--- config.mk ---
export PLATFORM = sky130hd
export DESIGN_NAME = usbEp0Unit
export DESIGN_NICKNAME = d
export VERILOG_FILES = /design/src/rtl/usbEp0Pkg.sv /design/src/rtl/ep0Control.sv /design/src/rtl/ep0Datapath.sv /design/src/rtl/usbEp0Unit.sv
export SDC_FILE = /design/constraint.sdc
export NUM_CORES = 1
export LEC_CHECK = 0
export BUFFER_PORTS_ARGS = -buffer_cell sky130_fd_sc_hd__buf_2
export CAP_MARGIN = 20
export CORE_ASPECT_RATIO = 1.25
export CORE_MARGIN = 1.5
export CORE_UTILIZATION = 45
export CTS_CLUSTER_DIAMETER = 120
export DETAILED_ROUTE_END_ITERATION = 6
export PLACE_DENSITY = 0.67
export SLEW_MARGIN = 20
export SYNTH_ARGS = -nofsm -noshare
export SYNTH_HDL_FRONTEND = slang
export SYNTH_HIERARCHICAL = 1
export SYNTH_SLANG_ARGS = --single-unit
--- constraint.sdc ---
create_clock -name clk -period 3.6 [get_ports clk]
set_clock_uncertainty 0.1 [all_clocks]
set_input_delay 0.72 -clock clk [delete_from_list [all_inputs] [get_ports clk]]
set_output_delay 0.72 -clock clk [all_outputs]
set_load 0.01 [all_outputs]
--- src/rtl/usbEp0Pkg.sv ---
package usbEp0Pkg;
  localparam int ADDR_W      = 7;
  localparam int EP_W        = 4;
  localparam int SETUP_BYTES = 8;
  localparam int IDX_W       = $clog2(SETUP_BYTES);

  typedef enum logic [1:0] {
    TOK_OUT   = 2'd0,
    TOK_IN    = 2'd1,
    TOK_SETUP = 2'd2,
    TOK_OTHER = 2'd3
  } tokKind_e;

  typedef enum logic [1:0] {
    RSP_NAK  = 2'd0,
    RSP_ZLP  = 2'd1,
    RSP_PASS = 2'd2,
    RSP_ACK  = 2'd3
  } rspKind_e;

  // strobes from the control FSM to the datapath
  typedef struct packed {
    logic             armSetup;
    logic             capWr;
    logic [IDX_W-1:0] capIdx;
    logic             raiseSetup;
    logic             enterAuto;
    logic             applyAddr;
    logic             rspValid;
    rspKind_e         rspCode;
  } ep0Strobe_t;
endpackage

--- src/rtl/ep0Control.sv ---
module ep0Control
  import usbEp0Pkg::*;
(
  input  logic              clk,
  input  logic              rstN,
  input  logic              tokValid,
  input  logic [1:0]        tokType,
  input  logic [ADDR_W-1:0] tokAddr,
  input  logic [EP_W-1:0]   tokEp,
  input  logic              dataValid,
  input  logic              dataLast,
  input  logic              hsValid,
  input  logic              hsAck,
  input  logic [ADDR_W-1:0] curAddr,
  input  logic              stageHeld,
  input  logic              isSetAddr,
  output ep0Strobe_t        strobe
);
  localparam logic [IDX_W-1:0] LAST_IDX = IDX_W'(SETUP_BYTES - 1);

  typedef enum logic [2:0] {
    ST_IDLE, ST_CAP, ST_EVAL, ST_AUTO, ST_HSWAIT
  } ep0State_e;

  ep0State_e state, stateNxt;
  logic [IDX_W-1:0] idx, idxNxt;
  logic hit;
  tokKind_e kind;

  assign kind = tokKind_e'(tokType);
  assign hit  = tokValid && (tokAddr == curAddr) && (tokEp == '0);

  always_comb begin
    strobe   = '0;
    stateNxt = state;
    idxNxt   = idx;
    if (hit && kind == TOK_SETUP) begin
      strobe.armSetup = 1'b1;
      strobe.rspValid = 1'b1;
      strobe.rspCode  = RSP_ACK;
      stateNxt        = ST_CAP;
      idxNxt          = '0;
    end else begin
      if (hit && (kind == TOK_IN || kind == TOK_OUT)) begin
        strobe.rspValid = 1'b1;
        strobe.rspCode  = stageHeld ? RSP_NAK : RSP_PASS;
      end
      case (state)
        ST_CAP: begin
          if (dataValid) begin
            strobe.capWr  = 1'b1;
            strobe.capIdx = idx;
            idxNxt        = idx + 1'b1;
            if (dataLast)
              stateNxt = (idx == LAST_IDX) ? ST_EVAL : ST_IDLE;
            else if (idx == LAST_IDX)
              stateNxt = ST_IDLE;
          end
        end
        ST_EVAL: begin
          if (isSetAddr) begin
            strobe.enterAuto = 1'b1;
            stateNxt         = ST_AUTO;
          end else begin
            strobe.raiseSetup = 1'b1;
            stateNxt          = ST_IDLE;
          end
        end
        ST_AUTO, ST_HSWAIT: begin
          if (hit && kind == TOK_IN) begin
            strobe.rspCode = RSP_ZLP;
            stateNxt       = ST_HSWAIT;
          end else if (hit && kind == TOK_OUT) begin
            strobe.rspCode = RSP_NAK;
          end else if (state == ST_HSWAIT && hsValid) begin
            if (hsAck) begin
              strobe.applyAddr = 1'b1;
              stateNxt         = ST_IDLE;
            end else begin
              stateNxt = ST_AUTO;
            end
          end
        end
        default: ;
      endcase
    end
  end

  always_ff @(posedge clk) begin
    if (!rstN) begin
      state <= ST_IDLE;
      idx   <= '0;
    end else begin
      state <= stateNxt;
      idx   <= idxNxt;
    end
  end
endmodule

--- src/rtl/ep0Datapath.sv ---
module ep0Datapath
  import usbEp0Pkg::*;
(
  input  logic              clk,
  input  logic              rstN,
  input  ep0Strobe_t        strobe,
  input  logic [7:0]        dataByte,
  input  logic              ctrlWr,
  input  logic              ctrlDir,
  input  logic              ctrlNak,
  input  logic              ctrlProt,
  input  logic              clrSetupFlag,
  input  logic              clrAddrFlag,
  input  logic [IDX_W-1:0]  setupRdSel,
  output logic [7:0]        setupRdByte,
  output logic [ADDR_W-1:0] devAddr,
  output logic              setupFlag,
  output logic              addrDoneFlag,
  output logic              ep0Dir,
  output logic              forceNak,
  output logic              protect,
  output logic              stageHeld,
  output logic              isSetAddr,
  output logic              replyValid,
  output logic [1:0]        replyCode
);
  logic [7:0] setupMem [SETUP_BYTES];
  logic [ADDR_W-1:0] pendAddr;

  for (genvar i = 0; i < SETUP_BYTES; i++) begin : g_byte
    always_ff @(posedge clk) begin
      if (!rstN)
        setupMem[i] <= '0;
      else if (strobe.capWr && strobe.capIdx == IDX_W'(i))
        setupMem[i] <= dataByte;
    end
  end

  assign setupRdByte = setupMem[setupRdSel];

  always_comb begin
    isSetAddr = (setupMem[0] == 8'h00) && (setupMem[1] == 8'h05) && !setupMem[2][7];
    for (int i = 3; i < SETUP_BYTES; i++)
      if (setupMem[i] != 8'h00) isSetAddr = 1'b0;
  end

  assign stageHeld = forceNak | protect;

  always_ff @(posedge clk) begin
    if (!rstN) begin
      pendAddr     <= '0;
      devAddr      <= '0;
      setupFlag    <= 1'b0;
      addrDoneFlag <= 1'b0;
      ep0Dir       <= 1'b0;
      forceNak     <= 1'b0;
      protect      <= 1'b0;
      replyValid   <= 1'b0;
      replyCode    <= '0;
    end else begin
      replyValid <= strobe.rspValid;
      replyCode  <= strobe.rspCode;
      if (strobe.enterAuto) pendAddr <= setupMem[2][ADDR_W-1:0];
      if (strobe.applyAddr) devAddr <= pendAddr;

      if (strobe.raiseSetup)  setupFlag <= 1'b1;
      else if (clrSetupFlag)  setupFlag <= 1'b0;
      if (strobe.applyAddr)   addrDoneFlag <= 1'b1;
      else if (clrAddrFlag)   addrDoneFlag <= 1'b0;

      if (strobe.enterAuto)   ep0Dir <= 1'b1;
      else if (ctrlWr)        ep0Dir <= ctrlDir;

      if (strobe.armSetup || strobe.raiseSetup) begin
        forceNak <= 1'b1;
        protect  <= 1'b1;
      end else if (ctrlWr) begin
        forceNak <= ctrlNak;
        protect  <= ctrlProt;
      end
    end
  end
endmodule

--- src/rtl/usbEp0Unit.sv ---
module usbEp0Unit
  import usbEp0Pkg::*;
(
  input  logic              clk,
  input  logic              rstN,
  input  logic              tokValid,
  input  logic [1:0]        tokType,
  input  logic [ADDR_W-1:0] tokAddr,
  input  logic [EP_W-1:0]   tokEp,
  input  logic              dataValid,
  input  logic [7:0]        dataByte,
  input  logic              dataLast,
  input  logic              hsValid,
  input  logic              hsAck,
  input  logic              ctrlWr,
  input  logic              ctrlDir,
  input  logic              ctrlNak,
  input  logic              ctrlProt,
  input  logic              clrSetupFlag,
  input  logic              clrAddrFlag,
  input  logic [IDX_W-1:0]  setupRdSel,
  output logic              replyValid,
  output logic [1:0]        replyCode,
  output logic [7:0]        setupRdByte,
  output logic [ADDR_W-1:0] devAddr,
  output logic              setupFlag,
  output logic              addrDoneFlag,
  output logic              ep0Dir,
  output logic              forceNak,
  output logic              protect
);
  ep0Strobe_t strobe;
  logic stageHeld;
  logic isSetAddr;

  ep0Control u_ctrl (
    .clk, .rstN, .tokValid, .tokType, .tokAddr, .tokEp,
    .dataValid, .dataLast, .hsValid, .hsAck,
    .curAddr(devAddr), .stageHeld, .isSetAddr, .strobe
  );

  ep0Datapath u_dp (
    .clk, .rstN, .strobe, .dataByte, .ctrlWr, .ctrlDir, .ctrlNak, .ctrlProt,
    .clrSetupFlag, .clrAddrFlag, .setupRdSel, .setupRdByte, .devAddr,
    .setupFlag, .addrDoneFlag, .ep0Dir, .forceNak, .protect,
    .stageHeld, .isSetAddr, .replyValid, .replyCode
  );
endmodule

==> flow_summary.ini, run 1 <==
[layout]
diodes = 0
area_delta_synth_final_pct = 17.5
layout-drive-gt1-share_pct = 25.6
nets = 460
stdcell_count = 552

[logic_synthesis]
synthSimpleGateAreaFrac_pct = 21.1
netlist_area_mm2 = 0.00453
postSynthAreaPerCell_um2 = 13.0
synth_cells = 348
synthArstFlopShare_pct = 0
ys_ff_latch = 92
synthFlopType = edfxtp_1
ys_types = 49
synth_fa_ha_area_share_pct = 0.553
ys_warn_count = 6
syn-num-nets = 387
synth_top_area_share_pct = 42.4
synth_top_family_by_area = simple AND/OR/NAND/NOR gates
synth-edff-count = 64
synth_compound_area_share_pct = 4.86
synth.area.mux_share_pct = 15.4
ys_seq_area_share_pct = 54.8
yosysTopAreaCell = edfxtp_1
synth_xor_area_share_pct = 1.55
ys_top_cells_by_area = edfxtp_1 42%, dfxtp_1 12%, and2_1 9.8%

[pwr]
power_density_mw_per_mm2 = 444
p_sw_w = 0.000532
swShare_pct = 22.5
seqPwrFrac_pct = 51.3
ir_worst_vdd_uv = 216
intPower_w = 0.00183
combPwrFrac_pct = 9.3
leakage_nw = 2.06
power_w = 0.00236
p_clk_share_pct = 39.4

[placement]
hpwl_um = 7260
post-place-cells = 536
port_buffers = 59
pre_cts_slack_ns = 0.0968
finalWeightedCongestion = 0.796

[clock_network]
cts_tree = done
cts_hold_repair.buffers = 0
post_cts_buffers = 0
cts_resized = 0
clock_sinks = 92
htree_num_levels = 3
clk_latency_ns = 0.34
cts_root_buffer = clkbuf_16
cts.clk_slew.worst_paths_ns = 0.07
cts_buffers = 9
clock_path_buffers = 2

[worst_setup_path]
r2r-start = u_dp/devAddr[6]
critPathMaxFanout = 8
startpoint = tokAddr[6]
path_class = input pin to register
cp-start-kind = input pin
crit_required_ns = 3.71
cp.arrival_ns = 3.27
crit_path_end_kind = register

[route]
vias_per_cell = 5.44
drt_first_pass_iters = 6
drc = 0
vias = 3004
drtIter0Drc = 204
totalWireLength_um = 9570
final_antenna_net_count = 0
routed_wire_length_per_instance_um = 17.3

[global_routing]
antenna_found_initial = 0
gr-usage-all-layers_pct = 19.4
grt_max_degree = 35
grt_pass1_wl_um = 15300
grt.overflow.total = 0
grt_pass1_vias = 2925

[timing]
fin_setup_tns_ns = 0
setup_viol = 0
hold_viol_final = 0
maxSlewViolCount = 0
relSlewSlack_pct = 43.2
rsz0062_at_grt = no
period_minus_slack_ns = 3.16
timing.fmax_ghz = 0.316
min_period_over_period_pct = 87.8
worstMarginPinSlew_ns = 0.849
setup_slack_ns = 0.440

[die]
rows = 40
dieHeight_um = 115
dieArea_mm2 = 0.0107
core_mm2 = 0.00971
ios = 60
die_w_um = 92.7
start_util_pct = 46.6

[hold_path]
hold_path.class = register to register
hold_path.startpoint = u_dp/pendAddr[6]

[job]
cap_violations = 0

[outcome]
status = completed
==> cells in the final DEF, fill, tap and decap left out, drive strengths merged, types with 5 or more instances in the layout <==
cell	count
buf	74
and2	71
edfxtp	64
dfxtp	28
nor2	21
nor2b	18
mux2i	18
mux4	16
nor4	15
clkbuf	11
mux2	9
o21ai	9
xnor2	7
nand2b	6
nand2	6
nand4	5
==> per-stage QoR <==
stage	utilization [%]	instance area [um^2]	hold slack, ns
2_1_floorplan	-	4530	0.379
3_3_place_gp	51.8	5030	0.398
3_5_place_dp	51.8	5030	0.411
4_1_cts	54.8	5320	0.427
5_1_grt	54.8	5320	0.453
6_report	54.8	5320	0.424
==> power groups by stage <==
stage / sequential, W / combinational (W) / clock (W)
2_1_floorplan: 0.00123 / 0.000135 / 0
3_3_place_gp: 0.00124 / 0.000217 / 0
3_5_place_dp: 0.00124 / 0.000219 / 0
4_1_cts: 0.00121 / 0.000220 / 0.000952
5_1_grt: 0.00122 / 0.000237 / 0.000991
6_report: 0.00121 / 0.000219 / 0.000932
==> cells in the mapped netlist, drive strengths merged, types with 6 or more instances <==
cell,count
and2,71
edfxtp,64
dfxtp,28
nor2,21
mux2i,18
nor2b,18
mux4,16
nor4,15
mux2,9
o21ai,9
clkbuf,7
xnor2,7
nand2,6
nand2b,6
==> cell type report <==
| cell class | count | area [um^2] |
|---|---|---|
| Clock buffer | 11 | 233 |
| Clock inverter | 5 | 60.1 |
| Fill cell | 805 | 4390 |
| Inverter | 2 | 7.51 |
| Multi-Input combinational cell | 242 | 1970 |
| Sequential cell | 92 | 2480 |
| Tap cell | 126 | 158 |
| Timing Repair Buffer | 74 | 408 |
==> critical path, cell delays in order <==
cell and delay [ns]:
buf_2 0.10, xor2_1 0.13, or4_4 0.46, or3_1 0.43, nor2_4 0.15, nor2b_1 0.11, and2_1 0.24, nand2b_1 0.21
nor2_1 0.49, and2_1 0.21
==> layer usage <==
layer	wire length (um)	GRT usage [%]	vias up
li1	-	-	1453
met1	4180	23.8	1430
met2	4610	32.6	102
met3	482	3.97	19
met4	297	9.90	0
met5	0	0	-
==> cell families (layout without fill, tap and decap cells) <==
kind of cell               count (synthesis)  in the layout
xor gates and xnor gates                   8              8
AOI/OAI and AO/OA                         29             29
buffers and inverters                     14             92
adders and majority gates                  2              2
and+or+nand+nor                          160            160
DFF                                       92             92
muxes                                     43             43
==> state kept, by name (all words and copies together), names as in the netlist <==
| name | cells |
|---|---|
| u_ctrl/idx | 3 |
| u_dp/protect | 1 |
| u_dp/devAddr | 7 |
| u_dp/pendAddr | 7 |
| u_dp/setupFlag | 1 |
| u_dp/replyCode | 2 |
| u_dp/replyValid | 1 |
| u_dp/ep0Dir | 1 |
| u_dp/setupMem | 64 |
| u_dp/forceNak | 1 |
| u_ctrl/state | 3 |
| u_dp/addrDoneFlag | 1 |
==> final timing paths <==
kind,endpoint,slack (ns),cells after the start
hold / removal,u_dp/pendAddr[6],0.42,2
hold reg to reg,u_dp/pendAddr[6],0.42,2
setup / recovery,u_dp/setupMem[6][2],0.44,10
setup reg to reg,u_dp/setupMem[6][2],0.55,9
Power figures use the tool's default switching activity.
==> run 2, diff against run 1 <==
- GPL_TIMING_DRIVEN: default -> 0
- REMOVE_ABC_BUFFERS: default -> 1
- clock period: 3.6 -> 2.74 ns (I/O delays scaled with it)
==> flow_summary.ini, run 2 (synthesized netlist as in run 1, its figures left out) <==
[timing]
rsz0062_at_grt = yes
worstMarginPinSlew_ns = 0.818
maxSlewViolCount = 0
timing.fmax_ghz = 0.363
hold_viol_final = 0
period_minus_slack_ns = 2.76
min_period_over_period_pct = 101
relSlewSlack_pct = 45.3
setup_viol = 5
setup_slack_ns = -0.0158
fin_setup_tns_ns = -0.0533

[job]
cap_violations = 0

[pwr]
power_density_mw_per_mm2 = 556
ir_worst_vdd_uv = 284
leakage_nw = 2.13

[route]
totalWireLength_um = 10200
routed_wire_length_per_instance_um = 18.5
final_antenna_net_count = 0
vias_per_cell = 5.48
drt_first_pass_iters = 4
vias = 3032
drtIter0Drc = 194
drc = 0

[layout]
area_delta_synth_final_pct = 24.8
layout_common_cells = 66 x and2_1, 64 x edfxtp_1, 58 x buf_2
utilization_pct = 58.2
layout_commonest_cell = and2_1
layout-drive-gt1-share_pct = 33.3
diodes = 0
largest_reg_flops = 64
largest-register = u_dp/setupMem
reg_top3 = u_dp/setupMem (64), u_dp/devAddr (7), u_dp/pendAddr (7)
nets = 461

[die]
start_util_pct = 46.6
core_mm2 = 0.00971
die_w_um = 92.7
ios = 60
dieArea_mm2 = 0.0107
rows = 40
dieHeight_um = 115

[clock_network]
cts_tree = done
clk_latency_ns = 0.34
cts.clk_slew.worst_paths_ns = 0.06
clock_sinks = 92
cts_hold_repair.buffers = 0
htree_num_levels = 3
cts_root_buffer = clkbuf_16
clock_path_buffers = 2
cts_buffers = 9

[global_routing]
grt_pass1_vias = 3034
grt_pass1_wl_um = 16200
gr-usage-all-layers_pct = 20.3
grt.overflow.total = 0
grt_max_degree = 35
antenna_found_initial = 0

[worst_setup_path]
cp.arrival_ns = 2.87
ff2ff_path_depth = 10
path_class = register to register
critPathMaxFanout = 8
crit_required_ns = 2.85
crit_path_end_kind = register
cp-start-kind = register

[hold_path]
holdPathStages = 3
hold_path.class = input pin to register

[placement]
pre_cts_slack_ns = -1.11
finalWeightedCongestion = 0.838
port_buffers = 59
hpwl_um = 7100

[outcome]
violations = setup timing
status = finished with violations
-- run 2: cell count changes in the layout (fill, tap and decap cells not counted), moves of 4 or more --
cell and change:
buf_12 +6, buf_4 -9, nor2_4 +6, o21ai_0 -6, nor2_1 -7, buf_6 +4
and2_1 -5, o21ai_4 +6, and2_4 +5
-- run 2: area by class of cell --
class / count / area [um^2]
multi-input cells: 242 / 2200
inverters: 2 / 7.51
repair buffers: 75 / 508
fillers: 817 / 4060
clock inverters: 6 / 63.8
flip-flops and latches: 92 / 2480
well taps: 126 / 158
clock buffers: 10 / 229
-- run 2: final timing paths --
kind,start,slack [ns],endpoint
worst max-delay path,u_dp/devAddr[6],-0.02,u_dp/setupMem[1][2]
worst min-delay path,clrAddrFlag,0.42,u_dp/addrDoneFlag
worst max register to register,u_dp/devAddr[6],-0.02,u_dp/setupMem[1][2]
worst min register to register,u_dp/pendAddr[0],0.42,u_dp/pendAddr[0]
-- run 2: power by group --
| group | total [W] | switching [W] | internal (W) |
|---|---|---|---|
| Sequential | 0.00160 | 0.0000458 | 0.00155 |
| Combinational | 0.000325 | 0.000158 | 0.000166 |
| Clock | 0.00122 | 0.000511 | 0.000707 |
-- run 2: stage by stage --
| stage | hold WS [ns] | cells | instance area (um^2) | total power, W |
|---|---|---|---|---|
| detailed placement | 0.411 | 521 | 4920 | 0.00190 |
| CTS | 0.407 | 550 | 5600 | 0.00316 |
| global placement | 0.398 | 521 | 4910 | 0.00189 |
| finish | 0.417 | 553 | 5650 | 0.00314 |
| global route | 0.424 | 553 | 5650 | 0.00326 |
| floorplan | 0.379 | 336 | 4460 | 0.00177 |
-- run 2: per-layer routing --
metal	track usage [%]	routed length, um	up-vias
met5	0	0	-
met4	7.68	178	0
met3	3.17	560	12
met2	37.0	5430	103
met1	24.2	4060	1468
li1	-	-	1449
-- run 2: what timing repair did --
action / CTS / global route
buffers inserted: 13 / 3
setup endpoints to repair: 136 / 86
pin swaps: 11 / 12
resized for setup: 49 / 9
cloned: 0 / 0
-- run 2: worst max-delay path, stage by stage (launching register included) --
cell and delay [ns]:
dfxtp_2 0.33, xor2_1 0.14, or4_4 0.44, or3_4 0.41
nor2_4 0.16, nor2b_4 0.06, and2_4 0.17, nand3b_1 0.22
buf_6 0.21, nor2_4 0.21, and2_4 0.18
==> run 3, diff against run 2 <==
- ABC_AREA: default -> 1
==> flow_summary.ini, run 3 <==
[timing]
timing.hold.ws_ns = 0.365
maxSlewViolCount = 0
setup_viol = 0
hold_viol_final = 0
fin_setup_tns_ns = 0
rsz0062_at_grt = yes
relSlewSlack_pct = 36.1
worstMarginPinSlew_ns = 0.959
timing.fmax_ghz = 0.389
period_minus_slack_ns = 2.57
min_period_over_period_pct = 93.9

[layout]
layout-drive-gt1-share_pct = 20.9
stdcell_count = 810
layout_common_cells = 160 x nor2_1, 123 x nand2_1, 64 x edfxtp_1
area_delta_synth_final_pct = 13.1
diodes = 0
fill_cells = 1014
utilization_pct = 52.5
reg_top3 = u_dp/setupMem (64), u_dp/devAddr (7), u_dp/pendAddr (7)
layout_commonest_cell = nor2_1
nets = 713
largest_reg_flops = 64
design_area_mm2 = 0.00561
largest-register = u_dp/setupMem

[logic_synthesis]
ys_types = 34
netlist_area_mm2 = 0.00496
ys_warn_count = 6
synth_top_area_share_pct = 38.8
synth-edff-count = 64
synth_cells = 618
yosysTopAreaCell = edfxtp_1
ys_ff_latch = 92
ys_seq_area_share_pct = 50.1
synthFlopType = edfxtp_1
postSynthAreaPerCell_um2 = 8.02
synth.most_common_cell = nor2_1
synth_common_cells = 163 x nor2_1, 126 x nand2_1, 64 x edfxtp_1
ys_top_cells_by_area = edfxtp_1 39%, nor2_1 12%, dfxtp_1 11%
synthArstFlopShare_pct = 0

[global_routing]
grt_max_degree = 41
grt_pass1_vias = 3915
grt.overflow.total = 0
grt_pass1_wl_um = 18400
gr-usage-all-layers_pct = 20.1
antenna_found_initial = 0

[die]
die_w_um = 96.9
start_util_pct = 46.5
core_mm2 = 0.0107
rows = 42
ios = 60
dieHeight_um = 120
dieArea_mm2 = 0.0117

[worst_setup_path]
path_depth = 8
path_class = input pin to output port
worstReg2RegEnd = u_dp/setupMem[6][1]
cp-start-kind = input pin
crit_required_ns = 2.09
crit_path_frequent_cell = nand2_1
r2r-start = u_dp/devAddr[6]
critPathBufInv = 3
slowest_delay_ns = 0.37
crit_end = setupRdByte[0]
timing.reg2reg.setup_slack_ns = 0.24
critPathMaxFanout = 40
cp_cell_sequence = buf_4 > inv_2 > a21oi_1 > o21ai_1 > nand2_1 > nand2_1 > nand2_1 > buf_2
critPathTopFamily = buffers and inverters
startpoint = setupRdSel[0]
ff2ff_path_depth = 12
cp.arrival_ns = 1.93
critPathSlowestCell = buf_4
crit_path_end_kind = output port

[clock_network]
htree_num_levels = 3
cts_buffers = 9
clock_sinks = 92
cts_tree = done
clock_path_buffers = 2
cts_root_buffer = clkbuf_16
clk_latency_ns = 0.34
cts.clk_slew.worst_paths_ns = 0.06
post_cts_buffers = 0

[hold_path]
hold_path.startpoint = u_dp/ep0Dir
holdPathStages = 2
hold_path.class = register to register

[route]
drtIter0Drc = 241
final_antenna_net_count = 0
vias_per_cell = 4.95
totalWireLength_um = 11200
drt_first_pass_iters = 5
routed_wire_length_per_instance_um = 13.9
drc = 0
vias = 4006

[outcome]
status = completed

[job]
cap_violations = 0

[pwr]
leakage_nw = 2.58
power_density_mw_per_mm2 = 552
ir_worst_vdd_uv = 335

[placement]
post-place-cells = 795
port_buffers = 59
hpwl_um = 8320
finalWeightedCongestion = 0.842
dpl-instance-area_mm2 = 0.00528
==> run 3: changes by cell type in the layout (fill, tap and decap cells not counted), sizes merged, moves of 20 or more <==
| cell | before | now |
|---|---|---|
| inv | 3 | 96 |
| o21ai | 9 | 52 |
| nand2 | 6 | 129 |
| a21oi | 2 | 22 |
| and2 | 71 | 2 |
| nor2 | 21 | 170 |
==> run 3: worst reg2reg max path, cell delays in order (launching register included) <==
cell	delay (ns)
dfxtp_1	0.39
inv_1	0.07
nor2_1	0.08
nor2_1	0.05
nand3_1	0.08
nor2_2	0.05
nand4_1	0.18
nand3_1	0.22
nor2_2	0.33
nand2_4	0.12
inv_6	0.13
nand2_1	0.07
nand2_1	0.30
==> run 3: metrics by stage <==
step	power, W	setup WS, ns
4_1_cts	0.00313	0.0909
3_5_place_dp	0.00184	-0.295
6_report	0.00309	0.166
3_3_place_gp	0.00184	-0.250
5_1_grt	0.00321	-0.0327
2_1_floorplan	0.00172	0.220
==> run 3: logic make-up after synthesis <==
logic type,share of synthesized area [%]
fa+ha+maj,0.505
buf+inv,10.1
compound gates,9.32
flops,50.1
xor+xnor,0.177
simple gates,29.8
==> run 3: area by class of cell <==
class / count / area, um^2 / share of cell area (%)
clock buffers: 10 / 229 / 4.08
multi-input cells: 417 / 1990 / 35.6
clock inverters: 5 / 76.3 / 1.36
repair buffers: 59 / 298 / 5.31
well taps: 132 / 165 / 2.95
flip-flops and latches: 92 / 2480 / 44.3
inverters: 95 / 362 / 6.45
==> run 3: power breakdown <==
part / total [W] / switching, W / internal (W)
registers: 0.00154 / 0.0000223 / 0.00152
clock network: 0.00128 / 0.000486 / 0.000791
logic: 0.000271 / 0.000184 / 0.0000869
==> run 3: timing repair <==
action,CTS,global route
resized for setup,2,6
hold buffers,0,0
cloned,0,0
endpoints found under the setup margin,16,64
==> run 3: how the worst min path moves through the flow <==
stage,end,slack [ns]
after global routing,u_dp/addrDoneFlag,0.38
after floorplan,u_dp/pendAddr[0],0.35
after global placement,u_dp/addrDoneFlag,0.35
after detailed placement,u_dp/ep0Dir,0.36
final,u_dp/ep0Dir,0.37
after CTS,u_dp/addrDoneFlag,0.35
==> run 3: layer usage <==
layer / wire length [um] / global-route usage [%] / up-vias
met2: 5960 / 36.1 / 98
met4: 246 / 8.51 / 0
met5: 0 / 0 / -
met1: 4530 / 23.5 / 1821
li1: - / - / 2072
met3: 487 / 3.87 / 15
